### config.mk
export PLATFORM = sky130hd
export DESIGN_NAME = rtc_cal_divider
export DESIGN_NICKNAME = d
export VERILOG_FILES = /design/src/rtl/rtc_cal_divider.sv
export SDC_FILE = /design/constraint.sdc
export NUM_CORES = 1
export LEC_CHECK = 0
export ABC_AREA = 1
export BUFFER_PORTS_ARGS = -buffer_cell sky130_fd_sc_hd__buf_2
export CELL_PAD_IN_SITES_DETAIL_PLACEMENT = 1
export CELL_PAD_IN_SITES_GLOBAL_PLACEMENT = 1
export CORE_MARGIN = 2
export CORE_UTILIZATION = 48
export CTS_BUF_LIST = sky130_fd_sc_hd__clkbuf_16
export DETAILED_ROUTE_END_ITERATION = 8
export PLACE_DENSITY = 0.95
export RECOVER_POWER = 50
export REMOVE_ABC_BUFFERS = 1
export SETUP_SLACK_MARGIN = 0.2
export SYNTH_ARGS = -nofsm -noshare
export SYNTH_HDL_FRONTEND = slang
export SYNTH_SLANG_ARGS = --single-unit
export TNS_END_PERCENT = 30
### constraint.sdc
create_clock -name clk -period 9.8 [get_ports clk]
set_input_delay 1.47 -clock clk [delete_from_list [all_inputs] [get_ports clk]]
set_output_delay 1.47 -clock clk [all_outputs]
set_load 0.01 [all_outputs]
### src/rtl/rtc_cal_divider.sv
module rtc_cal_divider #(
  parameter int DIV           = 32768,
  parameter int CHUNK         = 256,
  parameter int FAST_PER_STEP = 2,
  parameter int SLOW_PER_STEP = 1,
  parameter int PERIOD_SECS   = 3840,
  parameter int TONE_HALF     = 32
) (
  input  logic       clk,
  input  logic       rst_n,
  input  logic       osc_tick,
  input  logic       hold,
  input  logic       tone_req,
  input  logic       pwr_fail,
  input  logic       sqw_req,
  input  logic       od_mode,
  input  logic [5:0] trim,
  output logic       sec_tick,
  output logic       pin_data,
  output logic       pin_oe
);
  localparam int PW = $clog2(DIV + CHUNK);
  localparam int SW = $clog2(PERIOD_SECS);
  localparam int TW = (TONE_HALF > 1) ? $clog2(TONE_HALF) : 1;
  localparam int AW = SW + 8;
  localparam logic [PW-1:0] LAST_NOM  = PW'(DIV - 1);
  localparam logic [PW-1:0] LAST_FAST = PW'(DIV - CHUNK - 1);
  localparam logic [PW-1:0] LAST_SLOW = PW'(DIV + CHUNK - 1);

  logic [PW-1:0] pre_cnt;
  logic [SW-1:0] sec_idx;
  logic [5:0]    trim_q;
  logic [TW-1:0] tone_cnt;
  logic          tone;

  wire run       = osc_tick & ~hold;
  wire per_start = (pre_cnt == '0) && (sec_idx == '0);
  wire [5:0] trim_use = per_start ? trim : trim_q;
  wire speed_up  = trim_use[5];

  logic [AW-1:0] adj_secs;
  assign adj_secs = speed_up ? AW'(trim_use[4:0]) * AW'(FAST_PER_STEP)
                             : AW'(trim_use[4:0]) * AW'(SLOW_PER_STEP);

  wire in_adj = AW'(sec_idx) < adj_secs;
  wire [PW-1:0] last_cnt = !in_adj ? LAST_NOM : (speed_up ? LAST_FAST : LAST_SLOW);
  wire sec_end  = pre_cnt == last_cnt;
  wire tone_end = tone_cnt == TW'(TONE_HALF - 1);

  always_ff @(posedge clk or negedge rst_n) begin
    if (!rst_n) begin
      pre_cnt  <= '0;
      sec_idx  <= '0;
      trim_q   <= '0;
      tone_cnt <= '0;
      tone     <= 1'b0;
      sec_tick <= 1'b0;
    end else begin
      sec_tick <= run && sec_end;
      if (run) begin
        if (per_start) trim_q <= trim;
        pre_cnt <= sec_end ? '0 : pre_cnt + 1'b1;
        if (sec_end)
          sec_idx <= (sec_idx == SW'(PERIOD_SECS - 1)) ? '0 : sec_idx + 1'b1;
        tone_cnt <= tone_end ? '0 : tone_cnt + 1'b1;
        if (tone_end) tone <= ~tone;
      end
    end
  end

  wire test_on = ~hold & tone_req & ~pwr_fail & ~sqw_req;
  wire level   = test_on ? tone : 1'b1;

  assign pin_data = od_mode ? 1'b0 : level;
  assign pin_oe   = od_mode ? ~level : 1'b1;
endmodule


Word-level counts from Yosys, hierarchy flattened
Index checks and enable logic that the tools add are counted.
- $add $sub $neg: 3
- magnitude comparators: 1
- eq/ne operators: 3
- mux-type cells: 10
- bitwise operators: 9
- reductions and logical operators: 6
- operators with widths (kind ; count):
    $mux 16 ; 3
    $add 16x1->16 const B ; 1
    $eq 16x16->1 ; 1
    $logic_not 16->1 ; 1
    $add 12x1->12 const B ; 1
    $eq 12x12->1 const B ; 1
    $logic_not 12->1 ; 1
    $lt 12x6->1 ; 1
    $mux 12 ; 1
    $mux 6 ; 2
    $add 5x1->5 const B ; 1
    $eq 5x5->1 const B ; 1
    $mux 5 ; 1
    $not 1->1 ; 5
    $and 1x1->1 ; 4
    $reduce_and 2->1 ; 2
    $mux 1 ; 3
    $logic_and 1x1->1 ; 2
- bits in registers: 41
- bits of input ports: 14
- output and inout bits: 3
- logic and storage cells: 38

Depth between registers and ports, before layout
- depth in word-level cells: 8
- mapped depth: 26
- mapped depth without buffers: 25

Worst setup path after synthesis
OpenSTA, ideal clock, no wires.
- kind: input port to flip-flop
- start: in trim[5]
- end: reg sec_idx[5]
- library setup time: 0.117 ns
- arrival: 3.493 ns
- data required time: 9.683 ns
- setup slack: 6.191 ns
- cell stages on the path: 15
- buffers on the path: 1
- cells stage by stage: inv_1 -> nand4_1 -> nand2_2 -> inv_1 -> nand2_1 -> ha_1 -> a2111oi_1 -> nand2_1 -> nand2_1 -> nand3_2 -> nor2_4 -> nand2_2 -> buf_4 -> nand2_1 -> nand2_1
- word-level cells in the longest chain between the ends: 6
- elaborated cells on any way between the ends: 7
- those cells by class: order compare (1); eq/ne (1); mux (4); reduce/logical (1)
- ends and longest elaborated chain (element ; line ; RTL):
    start: declaration ; 17 ; input logic [5:0] trim,
    $mux 6 * ; n/a ;
    $mux 6 ; 42 ; assign adj_secs = speed_up ? AW'(trim_use[4:0]) * AW'(FAST_PER_STEP)
    $lt 12x6->1 ; 45 ; wire in_adj = AW'(sec_idx) < adj_secs;
    $mux 16 * ; 46 ; wire [PW-1:0] last_cnt = !in_adj ? LAST_NOM : (speed_up ? LAST_FAST : LAST_SLOW);
    $eq 16x16->1 * ; 47 ; wire sec_end = pre_cnt == last_cnt;
    $reduce_and 2->1 (no line) * ; n/a ;
    end signal: assignment ; 64 ; sec_idx <= (sec_idx == SW'(PERIOD_SECS - 1)) ? '0 : sec_idx + 1'b1;
    end: declaration ; 31 ; logic [SW-1:0] sec_idx;
Every way passes the cells marked *; elsewhere a longest branch is shown, timed or not.
A chain may end at the register's enable or synchronous reset.

Worst setup path in the final report
- start: reg sec_idx[0]
- end: reg pre_cnt[3]
- word-level cells in the longest chain between the ends: 8
- elaborated cells on any way between the ends: 9
- those cells by class: order compare (1); eq/ne (1); mux (5); reduce/logical (2)
- ends and longest elaborated chain (element ; line ; RTL):
    $logic_not 12->1 ; 37 ; wire per_start = (pre_cnt == '0) && (sec_idx == '0);
    $logic_and 1x1->1 ; 37 ;
    $mux 6 ; n/a ;
    $mux 6 ; 42 ;
    $lt 12x6->1 ; 45 ;
    $mux 16 * ; 46 ;
    $eq 16x16->1 * ; 47 ;
    $mux 16 * ; 62 ; pre_cnt <= sec_end ? '0 : pre_cnt + 1'b1;
    end signal: assignment ; 62 ;
    end: declaration ; 30 ; logic [PW-1:0] pre_cnt;
Marks and branches as above.

==> flow_summary.ini <==
[clocking]
cts_inserted_buffers = 5
worstSkewPairLatency_ns = 0.29
tritoncts = done
clk_path_buf_depth = 2
path_clk_slew_ns = 0.06
ctsHoldBuffers = 0
cts.repair.resized = 0
cts_setup_buffers = 0
clock_sink_count = 41
clock-root-buffer = clkbuf_16
cts_htree_levels = 2

[grt]
grt_max_degree = 42
grt_pass1_wl_um = 12100
met3_usage = 0.0529
grtUsageTotal = 0.259
grt.overflow.total = 0
grt_util_met2 = 0.470
grt_pass1_vias = 2570
use_met1 = 0.299
top_usage_layer = met2
antenna_found_initial = 0

[floorplanning]
die_w_um = 77.1
ios = 17
start_util = 0.499
placementRows = 26
dieArea_mm2 = 0.00595
fp.dieH_um = 77.1
core_area_mm2 = 0.00514

[synth]
syn_area_mm2 = 0.00257
ys_warn_count = 0
synth_top_area_frac = 0.400
ys_seq_area_frac = 0.400
synth_flop_cell = dfrtp_1
post-synth-top-count-cell = nand2_1
synthTopCellsByCount = 89 x nand2_1, 45 x inv_1, 44 x nor2_1
synth-seq-cells = 41
synthTopCellsByArea = dfrtp_1 40%, nand2_1 13%, inv_1 6.6%
synth_cell_types = 29
synth_edf_count = 0
synth_cells = 351
avgSynthCellArea_um2 = 7.31
synth_area_leader_cell = dfrtp_1
synthArstFlopShare = 1.00

[layout]
fillers = 692
post-route-util = 0.557
fin_area_mm2 = 0.00286
drive_above_1_share = 0.130
fin_cells = 438
area_growth_pct = 11.5
diodes = 0
layout.nets = 392

[placed_design]
dpl_worst_slack_ns = 5.20
dp_cells = 430
io_buffers = 16
dpl_cell_area_mm2 = 0.00269
gp_congestion = 0.820
dp_hpwl_um = 5070

[routing]
vias = 2344
viasPerCell = 5.35
wl_per_cell_um = 16.4
drc_errors = 0
drt_first_pass_iters = 4
ant_nets = 0
wirelength_um = 7190
first_iter_violations = 81

[sta]
whs_ns = 0.474
max_slew_margin = -0.526
drv_slew = 42
worst_slew_pin_slew_ns = 2.29
clock_skew_ns = 0.00420
setup_viol = 0
fin_crit_ns = 4.46
setup_tns_ns = 0
max_freq_mhz = 224
rsz0062_at_grt = no
fin_ws_ns = 5.34
hold_viol_final = 0
finalCritPeriodShare = 0.455

[worst_setup_path]
critPathCaptureType = register
reg2reg_slack_ns = 5.34
crit_type = reg2reg
crit_slowest_cell = a2111oi_1
arrival_ns = 4.62
crit_path_max_fanout = 16
start_kind = register
max_stage_delay_ns = 0.76
required_ns = 9.96
cp_cell_sequence = inv_1, ha_1, inv_1, nor2_1, nand2_1, nor2_2, nand3_2, nand2_2, nand2_2, inv_1, nand2_1, ha_1, a2111oi_1, nand3_1, nand2_1, inv_2, nor2_4, nand2_2, inv_2, nor2_1

[outcome]
violations = max-capacitance violations, max-slew violations
status = complete, but fails checks

[power_and_ir_drop]
leakage_nw = 1.44
powerDensity_mw_per_mm2 = 175
total_power_mw = 0.501
vdd_drop_max_mv = 0.0804

[min_path]
hold_path.class = reg2reg

[run]
max_cap_viol_count = 1
-- sequential cells by signal, summed over array words and instances, names as in the netlist --
| signal | flops |
|---|---|
| pre_cnt | 16 |
| sec_idx | 12 |
| trim_q | 6 |
| tone_cnt | 5 |
| sec_tick | 1 |
| tone | 1 |
-- area by class of cell --
class / instances / area (µm²) / area share
multi-input cells: 255 / 1320 / 0.461
flip-flops and latches: 41 / 1030 / 0.359
inverters: 48 / 180 / 0.0630
clock buffers: 5 / 125 / 0.0437
well taps: 70 / 87.6 / 0.0306
repair buffers: 16 / 77.6 / 0.0271
clock inverters: 3 / 46.3 / 0.0162
-- cells in the final DEF (no fill, tap or decap), types with 5 or more instances in the layout --
cell type / netlist / layout
inv_1: 45 / 45
a21oi_1: 9 / 9
o21ai_0: 18 / 18
nand2_2: 5 / 5
clkbuf_16: 0 / 5
nand3_1: 24 / 24
nand4_1: 5 / 5
nor2_1: 44 / 44
dfrtp_1: 41 / 41
nor3_1: 12 / 12
nand2_1: 89 / 89
xor2_1: 8 / 8
ha_1: 11 / 11
buf_2: 0 / 14
nor2_2: 11 / 11
-- kinds of logic after synthesis --
logic type / share of synthesized area
fa+ha+maj: 0.0536
xor+xnor: 0.0375
compound gates: 0.0673
flops: 0.400
simple gates: 0.347
buf+inv: 0.0863
mux: 0.00829
-- worst paths after layout --
| path | cells past startpoint | end | start |
|---|---|---|---|
| worst max-delay path | 20 | pre_cnt[3] | sec_idx[0] |
| worst min-delay path | 1 | tone | tone |
| worst max register to register | 20 | pre_cnt[3] | sec_idx[0] |
| worst min register to register | 1 | tone | tone |
| max in group asynchronous | 1 | pre_cnt[0] | rst_n |
| min in group asynchronous | 1 | sec_idx[3] | rst_n |
-- worst max-delay path, delay by kind of cell, from the launching register on --
family / cells / cell delay, ns
AO/OA/AOI/OAI: 1 / 0.76
adder cells (fa/ha/maj): 2 / 0.48
buffers and inverters: 5 / 0.78
flip-flops: 1 / 0.45
AND/OR/NAND/NOR: 12 / 1.86
-- per-layer routing --
metal	part of all wire	wire [µm]
met5	0	0
met4	0.025	180
met3	0.034	243
met2	0.52	3750
met1	0.42	3010
-- where the power goes --
group	total (mW)	switching (mW)	leakage (nW)	internal (mW)
clock	0.195	0.0743	0.0800	0.121
combinational	0.0898	0.0555	0.847	0.0343
sequential	0.216	0.0212	0.514	0.195
Power figures use the tool's default switching activity.
